File: config.mk
export PLATFORM = sky130hd
export DESIGN_NAME = dma2d_addr_gen
export DESIGN_NICKNAME = d
export VERILOG_FILES = /design/src/rtl/dma2d_pkg.sv /design/src/rtl/dma2d_cfg_check.sv /design/src/rtl/dma2d_walker.sv /design/src/rtl/dma2d_seq.sv /design/src/rtl/dma2d_addr_gen.sv
export SDC_FILE = /design/constraint.sdc
export NUM_CORES = 1
export LEC_CHECK = 0
export CORE_ASPECT_RATIO = 1.5
export CORE_MARGIN = 2
export CORE_UTILIZATION = 45
export CTS_CLUSTER_DIAMETER = 80
export DETAILED_ROUTE_END_ITERATION = 12
export DONT_BUFFER_PORTS = 1
export HOLD_SLACK_MARGIN = 0.03
export PLACE_DENSITY = 0.59
export SLEW_MARGIN = 0
export SYNTH_ARGS = -nofsm -noshare
export SYNTH_HDL_FRONTEND = slang
export SYNTH_HIERARCHICAL = 1
export SYNTH_SLANG_ARGS = --single-unit
File: constraint.sdc
create_clock -name clk -period 3.9 [get_ports clk]
set_input_delay 0 -clock clk [delete_from_list [all_inputs] [get_ports clk]]
set_output_delay 0 -clock clk [all_outputs]
set_load 0.03 [all_outputs]
File: src/rtl/dma2d_pkg.sv
package dma2d_pkg;
   typedef enum logic {
      ST_IDLE = 1'b0,
      ST_RUN  = 1'b1
   } gen_state_e;
endpackage

File: src/rtl/dma2d_cfg_check.sv
module dma2d_cfg_check #(
   parameter int LEN_W      = 12,
   parameter int STR_W      = 16,
   parameter int CNT_W      = 24,
   parameter int BEAT_BYTES = 4
) (
   input  logic [LEN_W-1:0] line_len,
   input  logic [STR_W-1:0] src_stride,
   input  logic [STR_W-1:0] dst_stride,
   input  logic [CNT_W-1:0] total,
   output logic             bad
);
   localparam int BEAT_LSB = $clog2(BEAT_BYTES);

   logic [STR_W-1:0] len_ext;
   logic             len_zero, mis_len, mis_tot, mis_str, too_long;

   assign len_ext  = STR_W'(line_len);
   assign len_zero = (line_len == '0);
   assign mis_len  = |line_len[BEAT_LSB-1:0];
   assign mis_tot  = |total[BEAT_LSB-1:0];
   assign mis_str  = |src_stride[BEAT_LSB-1:0] | |dst_stride[BEAT_LSB-1:0];
   assign too_long = (len_ext > src_stride) | (len_ext > dst_stride);

   always_comb begin
      bad = (total == '0) | mis_tot | mis_len;
      if (!len_zero) bad = bad | mis_str | too_long;
   end
endmodule

File: src/rtl/dma2d_walker.sv
module dma2d_walker #(
   parameter int ADDR_W     = 32,
   parameter int STR_W      = 16,
   parameter int BEAT_BYTES = 4,
   parameter int OFS_LSB    = 4,
   parameter int OFS_MSB    = 21,
   parameter bit HAS_OFS    = 1'b1
) (
   input  logic              clk,
   input  logic              rst_n,
   input  logic              load,
   input  logic [ADDR_W-1:0] base,
   input  logic              ofs_en,
   input  logic [ADDR_W-1:0] pos_ofs,
   input  logic [ADDR_W-1:0] neg_ofs,
   input  logic [STR_W-1:0]  stride,
   input  logic              step,
   input  logic              line_end,
   output logic [ADDR_W-1:0] addr
);
   localparam logic [ADDR_W-1:0] OFS_MASK =
      (ADDR_W'(1) << (OFS_MSB + 1)) - (ADDR_W'(1) << OFS_LSB);
   localparam logic [ADDR_W-1:0] A_BEAT = ADDR_W'(BEAT_BYTES);

   logic [ADDR_W-1:0] start_addr, line_q, cur_q, stride_q, next_line;

   generate
      if (HAS_OFS) begin : g_ofs
         logic [ADDR_W-1:0] delta;
         assign delta      = (pos_ofs & OFS_MASK) - (neg_ofs & OFS_MASK);
         assign start_addr = ofs_en ? base + delta : base;
      end else begin : g_no_ofs
         logic unused_ofs;
         assign unused_ofs = ofs_en ^ (^pos_ofs) ^ (^neg_ofs);
         assign start_addr = base;
      end
   endgenerate

   assign next_line = line_q + stride_q;

   always_ff @(posedge clk or negedge rst_n) begin
      if (!rst_n) begin
         line_q   <= '0;
         cur_q    <= '0;
         stride_q <= '0;
      end else if (load) begin
         line_q   <= start_addr;
         cur_q    <= start_addr;
         stride_q <= ADDR_W'(stride);
      end else if (step) begin
         if (line_end) begin
            line_q <= next_line;
            cur_q  <= next_line;
         end else begin
            cur_q <= cur_q + A_BEAT;
         end
      end
   end

   assign addr = cur_q;

   a_r3_beat_step: assert property (@(posedge clk) disable iff (!rst_n)
      (step && !line_end && !load) |=> (addr == $past(addr) + A_BEAT));
endmodule

File: src/rtl/dma2d_seq.sv
module dma2d_seq
   import dma2d_pkg::*;
#(
   parameter int LEN_W      = 12,
   parameter int CNT_W      = 24,
   parameter int BEAT_BYTES = 4
) (
   input  logic             clk,
   input  logic             rst_n,
   input  logic             start,
   input  logic             cfg_bad,
   input  logic [LEN_W-1:0] line_len,
   input  logic [CNT_W-1:0] total,
   input  logic             ready,
   output logic             busy,
   output logic             done,
   output logic             err,
   output logic             load,
   output logic             step,
   output logic             line_end
);
   localparam logic [LEN_W-1:0] L_BEAT = LEN_W'(BEAT_BYTES);
   localparam logic [CNT_W-1:0] C_BEAT = CNT_W'(BEAT_BYTES);

   gen_state_e       st_q;
   logic [CNT_W-1:0] remain_q;
   logic [LEN_W-1:0] pos_q, len_q;
   logic             done_q, err_q, accept, last;

   assign busy     = (st_q == ST_RUN);
   assign accept   = start & ~busy;
   assign load     = accept & ~cfg_bad;
   assign step     = busy & ready;
   assign last     = (remain_q == C_BEAT);
   assign line_end = busy && (len_q != '0) && ((pos_q + L_BEAT) == len_q);

   always_ff @(posedge clk or negedge rst_n) begin
      if (!rst_n) begin
         st_q     <= ST_IDLE;
         remain_q <= '0;
         pos_q    <= '0;
         len_q    <= '0;
         done_q   <= 1'b0;
         err_q    <= 1'b0;
      end else begin
         done_q <= 1'b0;
         if (accept) begin
            err_q <= cfg_bad;
            if (!cfg_bad) begin
               st_q     <= ST_RUN;
               remain_q <= total;
               pos_q    <= '0;
               len_q    <= line_len;
            end
         end else if (step) begin
            remain_q <= remain_q - C_BEAT;
            pos_q    <= (line_end || len_q == '0) ? '0 : pos_q + L_BEAT;
            if (last) begin
               st_q   <= ST_IDLE;
               done_q <= 1'b1;
            end
         end
      end
   end

   assign done = done_q;
   assign err  = err_q;

   a_r7_done_pulse: assert property (@(posedge clk) disable iff (!rst_n)
      done |=> !done);
   a_r7_done_after_accept: assert property (@(posedge clk) disable iff (!rst_n)
      $rose(done) |-> ($past(step) && !busy));
   a_r8_err_idle: assert property (@(posedge clk) disable iff (!rst_n)
      err |-> !busy);
   a_r9_busy_kept: assert property (@(posedge clk) disable iff (!rst_n)
      (busy && !(step && last)) |=> busy);
endmodule

File: src/rtl/dma2d_addr_gen.sv
module dma2d_addr_gen #(
   parameter int ADDR_W     = 32,
   parameter int LEN_W      = 12,
   parameter int STR_W      = 16,
   parameter int CNT_W      = 24,
   parameter int BEAT_BYTES = 4,
   parameter int OFS_LSB    = 4,
   parameter int OFS_MSB    = 21,
   parameter bit HAS_OFS    = 1'b1
) (
   input  logic              clk,
   input  logic              rst_n,
   input  logic              start,
   input  logic [ADDR_W-1:0] cfg_src_base,
   input  logic [ADDR_W-1:0] cfg_dst_base,
   input  logic [LEN_W-1:0]  cfg_line_len,
   input  logic [STR_W-1:0]  cfg_src_stride,
   input  logic [STR_W-1:0]  cfg_dst_stride,
   input  logic [CNT_W-1:0]  cfg_total,
   input  logic [ADDR_W-1:0] cfg_pos_ofs,
   input  logic [ADDR_W-1:0] cfg_neg_ofs,
   input  logic              cfg_src_ofs_en,
   input  logic              cfg_dst_ofs_en,
   input  logic              beat_ready,
   output logic              beat_valid,
   output logic [ADDR_W-1:0] beat_src_addr,
   output logic [ADDR_W-1:0] beat_dst_addr,
   output logic              busy,
   output logic              done,
   output logic              cfg_err
);
   generate
      if (STR_W < LEN_W) begin : g_chk_str
         $error("STR_W must not be narrower than LEN_W");
      end
      if (BEAT_BYTES < 2 || (BEAT_BYTES & (BEAT_BYTES - 1)) != 0) begin : g_chk_beat
         $error("BEAT_BYTES must be a power of two, at least 2");
      end
      if (OFS_MSB >= ADDR_W - 1 || OFS_LSB > OFS_MSB) begin : g_chk_ofs
         $error("offset field must lie inside the address");
      end
   endgenerate

   logic cfg_bad, load, step, line_end;

   dma2d_cfg_check #(
      .LEN_W(LEN_W), .STR_W(STR_W), .CNT_W(CNT_W), .BEAT_BYTES(BEAT_BYTES)
   ) u_check (
      .line_len  (cfg_line_len),
      .src_stride(cfg_src_stride),
      .dst_stride(cfg_dst_stride),
      .total     (cfg_total),
      .bad       (cfg_bad)
   );

   dma2d_seq #(
      .LEN_W(LEN_W), .CNT_W(CNT_W), .BEAT_BYTES(BEAT_BYTES)
   ) u_seq (
      .clk     (clk),
      .rst_n   (rst_n),
      .start   (start),
      .cfg_bad (cfg_bad),
      .line_len(cfg_line_len),
      .total   (cfg_total),
      .ready   (beat_ready),
      .busy    (busy),
      .done    (done),
      .err     (cfg_err),
      .load    (load),
      .step    (step),
      .line_end(line_end)
   );

   dma2d_walker #(
      .ADDR_W(ADDR_W), .STR_W(STR_W), .BEAT_BYTES(BEAT_BYTES),
      .OFS_LSB(OFS_LSB), .OFS_MSB(OFS_MSB), .HAS_OFS(HAS_OFS)
   ) u_src (
      .clk(clk), .rst_n(rst_n), .load(load), .base(cfg_src_base),
      .ofs_en(cfg_src_ofs_en), .pos_ofs(cfg_pos_ofs), .neg_ofs(cfg_neg_ofs),
      .stride(cfg_src_stride), .step(step), .line_end(line_end),
      .addr(beat_src_addr)
   );

   dma2d_walker #(
      .ADDR_W(ADDR_W), .STR_W(STR_W), .BEAT_BYTES(BEAT_BYTES),
      .OFS_LSB(OFS_LSB), .OFS_MSB(OFS_MSB), .HAS_OFS(HAS_OFS)
   ) u_dst (
      .clk(clk), .rst_n(rst_n), .load(load), .base(cfg_dst_base),
      .ofs_en(cfg_dst_ofs_en), .pos_ofs(cfg_pos_ofs), .neg_ofs(cfg_neg_ofs),
      .stride(cfg_dst_stride), .step(step), .line_end(line_end),
      .addr(beat_dst_addr)
   );

   assign beat_valid = busy;

   a_r10_stall_hold: assert property (@(posedge clk) disable iff (!rst_n)
      (beat_valid && !beat_ready) |=>
         (beat_valid && $stable(beat_src_addr) && $stable(beat_dst_addr)));
   a_r8_err_no_beat: assert property (@(posedge clk) disable iff (!rst_n)
      cfg_err |-> !beat_valid);
endmodule

==> reports/qor.txt <==
status: finished with violations
failing checks: negative hold slack
vias: 19600
Rows: 93
chip width: 173 um
RR Startpoint: u_seq/pos_q[2]
CTS Hold Bufs: 150
PortBufs: 0
detailed placement HPWL: 53200 um
Lkg Pwr: 10.6 nW
first-pass GRT wire length: 109000 um
Total GRT Usage: 0.306
# clock sinks: 209
Area Growth Syn to Fin: 21.1%
RSZ-0062 raised after global routing: false
Hold WS: -0.856 ns
cell taking the most area after synthesis: dfrtp_1
synth unique cells: 93
Synth Flop Type: dfrtp_1
WL per Instance: 22.4 um
vias in the first global route: 19600
slew margin rel.: 0.359
overall die area: 0.0446 mm^2
Power Density: 391 mW/mm^2
Tcrit/Tclk final: 0.950
EDFF count, synth: 0
maximum vdd drop: 0.000296 V
post-synth net total: 2706
worst-path cell chain: inv_1 -> ha_1 -> inv_1 -> fa_1 -> a211oi_1 -> o21bai_1 -> a21oi_2 -> o21bai_1 -> a21oi_1 -> xnor2_1 -> ha_1 -> a21oi_1 -> a32oi_1 -> o41ai_2 -> buf_4 -> o31ai_2 -> nand4_1 -> a21o_1 -> nor3b_1 -> a211oi_1 -> buf_4 -> o211ai_1
warnings from Yosys: 6
TritonRoute pass-1 iters: 6
post-route core utilization: 0.548
max_cap viols: 0
Clock Skew: 0.0371 ns
clk buf depth: 3
Worst Setup End Kind: register
Worst EP arrival: 4.12 ns
final WL: 70900 um
gr ovfl total: 0
WP data required: 4.31 ns
CTS tree: yes
fmax: 270 MHz
CP startpoint: cfg_pos_ofs[4]
CTS buffer count: 25
Residual DRC: 0
clock latency on the worst-skew pair: 0.57 ns
I/O pin count: 270
setup slack after placement: -0.449 ns
final setup fails: 0
FILL cells: 3955
vias per cell: 6.20
Initial DRC Count: 1345
asr flop ratio synth: 1.00
Startpoint Class: input port
critical path's slowest cell: fa_1
top-area cell type share of the netlist area: 0.271
total core area: 0.0427 mm^2
actual slew at the worst max-slew pin: 0.957 ns
Initial Util: 0.452
Detail Route Antenna Nets: 0
Mapped Cells: 2345
ranking of synthesized cells by area: dfrtp_1, ha_1, a21oi_1, o21ai_0, xnor2_1
Worst path max stage delay: 0.42 ns
Reg clk slew, reported paths: 0.06 ns
sequential fraction of the synthesis area: 0.271
mapped cell area: 0.0193 mm^2
Tot Pwr: 0.00914 W
worst min path class: input port to asynchronous set/reset pin
largest net degree at the start of global routing: 210
initial antenna violation count: 2
H-tree levels: 1
Fin. Hold Viols: 209
Die Y: 258 um
crit path max fanout: 4
layout cells sized above 1: 0.125
CP Class: input port to register
min Tclk post-route: 3.70 ns
root buf cell: clkbuf_16
Slew Limit Fails: 0
layout net count: 2940
final critical-path setup slack: 0.196 ns
setup TNS: 0 ns
Synth Register Bits: 209
syn avg cell area: 8.23 um^2
GPL Wtd Cong: 0.941
==> per-stage QoR <==
stage                     std cells  instance area [um^2]
after detailed placement       2972                 20900
after floorplan                2345                 19300
after CTS                      3166                 23300
after global placement         2972                 20900
final                          3169                 23400
after global routing           3169                 23400
==> routing by layer <==
metal  GRT usage  vias to the layer above  part of all wire  routed length [um]
met3      0.0473                      175             0.058                4100
met5           0                        -                 0                   0
met1       0.353                     9587              0.39               27600
met2       0.546                      713              0.50               35200
li1            -                     9163                 -                   -
met4       0.158                        0             0.057                4020
==> path summary, 6_finish.rpt <==
| kind | end | slack (ns) | depth (start not counted) |
|---|---|---|---|
| hold reg to reg | u_src/line_q[7] | 0.48 | 2 |
| min in group clk | u_dst/addr[5] | 0.07 | 3 |
| setup reg to reg | u_dst/line_q[31] | 0.21 | 12 |
| max in group asynchronous | u_dst/line_q[3] | 4.20 | 0 |
| setup / recovery | u_dst/addr[29] | 0.20 | 22 |
| hold / removal | u_src/line_q[26] | -0.86 | 0 |
==> power breakdown <==
group	switching (W)	internal (W)
Sequential	0.000768	0.00249
Combinational	0.00180	0.00156
Clock	0.00102	0.00151
Total	0.00358	0.00556
==> area by class of cell <==
class | count | area [um^2] | area share
clock inverter | 11 | 151 | 0.00647
sequential | 209 | 5230 | 0.224
antenna | 3 | 7.51 | 0.000321
timing repair buffer | 309 | 2790 | 0.119
multi-input combinational | 1918 | 13300 | 0.570
tap | 570 | 713 | 0.0305
clock buffer | 33 | 726 | 0.0310
inverter | 116 | 435 | 0.0186
==> sequential cells by signal, summed over array words and instances (netlist names), 10 cells and up <==
signal and flops:
u_dst/line_q 32, u_src/line_q 32, u_dst/addr 32, u_seq/pos_q 10, u_src/addr 32, u_src/stride_q 16
u_dst/stride_q 16, u_seq/len_q 12, u_seq/remain_q 24
==> what timing repair did <==
item,in CTS,in global routing
hold endpoints to repair,393,209
buffers inserted,0,0
setup endpoints to repair,0,26
resized for setup,0,14
==> worst max-delay path: cells and delay by family <==
kind,cells,cell delay [ns]
adder cells (fa/ha/maj),3,0.91
buffers and inverters,4,0.43
AO/OA/AOI/OAI,12,2.36
XOR/XNOR,1,0.09
AND/OR/NAND/NOR,2,0.32
==> logic make-up after synthesis <==
logic type,count (synthesis),synth area share
multiplexers,92,0.0512
flip-flops,209,0.271
adder cells (fa/ha/maj),159,0.105
AND/OR/NAND/NOR,712,0.185
AO/OA/AOI/OAI,785,0.267
buffers and inverters,218,0.0436
XOR/XNOR,170,0.0771
==> cells in the final DEF, fill, tap and decap left out, types with 9 or more instances in the layout <==
cell / synthesis / layout
a211o_1: 13 / 13
a211oi_1: 24 / 21
a21o_1: 68 / 68
a21oi_1: 227 / 224
a221oi_1: 9 / 9
a22oi_1: 10 / 9
a31oi_1: 38 / 38
and3_1: 35 / 35
buf_4: 1 / 153
clkbuf_16: 0 / 25
dfrtp_1: 209 / 209
dlygate4sd3_1: 0 / 148
ha_1: 153 / 152
inv_1: 116 / 116
mux2_2: 54 / 54
mux2i_1: 38 / 38
nand2_1: 198 / 197
nand2b_1: 17 / 17
nand3_1: 64 / 64
nand3b_1: 9 / 9
nand4_1: 43 / 43
nor2_1: 170 / 168
nor2b_1: 22 / 21
nor3_1: 47 / 46
nor4_1: 33 / 33
o211ai_1: 34 / 34
o21a_1: 30 / 30
o21ai_0: 172 / 171
o21bai_1: 16 / 15
o221ai_1: 9 / 9
o22a_1: 13 / 13
o311ai_0: 9 / 9
o31ai_1: 19 / 17
xnor2_1: 87 / 87
xor2_1: 83 / 83
==> cells in the mapped netlist, drive strengths merged (9+ instances only) <==
master / count
xor2: 83
o211ai: 34
o311ai: 10
a31oi: 38
and3: 37
nand3: 64
nand4: 43
and4: 10
and2: 10
nor2b: 22
nor2: 172
nand2: 199
o21a: 30
mux2: 54
a22oi: 11
o22a: 13
nor3: 50
nor4: 34
o221ai: 9
buf: 24
ha: 153
a21o: 68
nand2b: 17
a21oi: 229
o31ai: 20
nand3b: 9
clkbuf: 78
a211o: 13
dfrtp: 209
inv: 116
o21bai: 19
xnor2: 87
o21ai: 177
a221oi: 11
a211oi: 24
mux2i: 38
(Power assumes the default switching activity.)
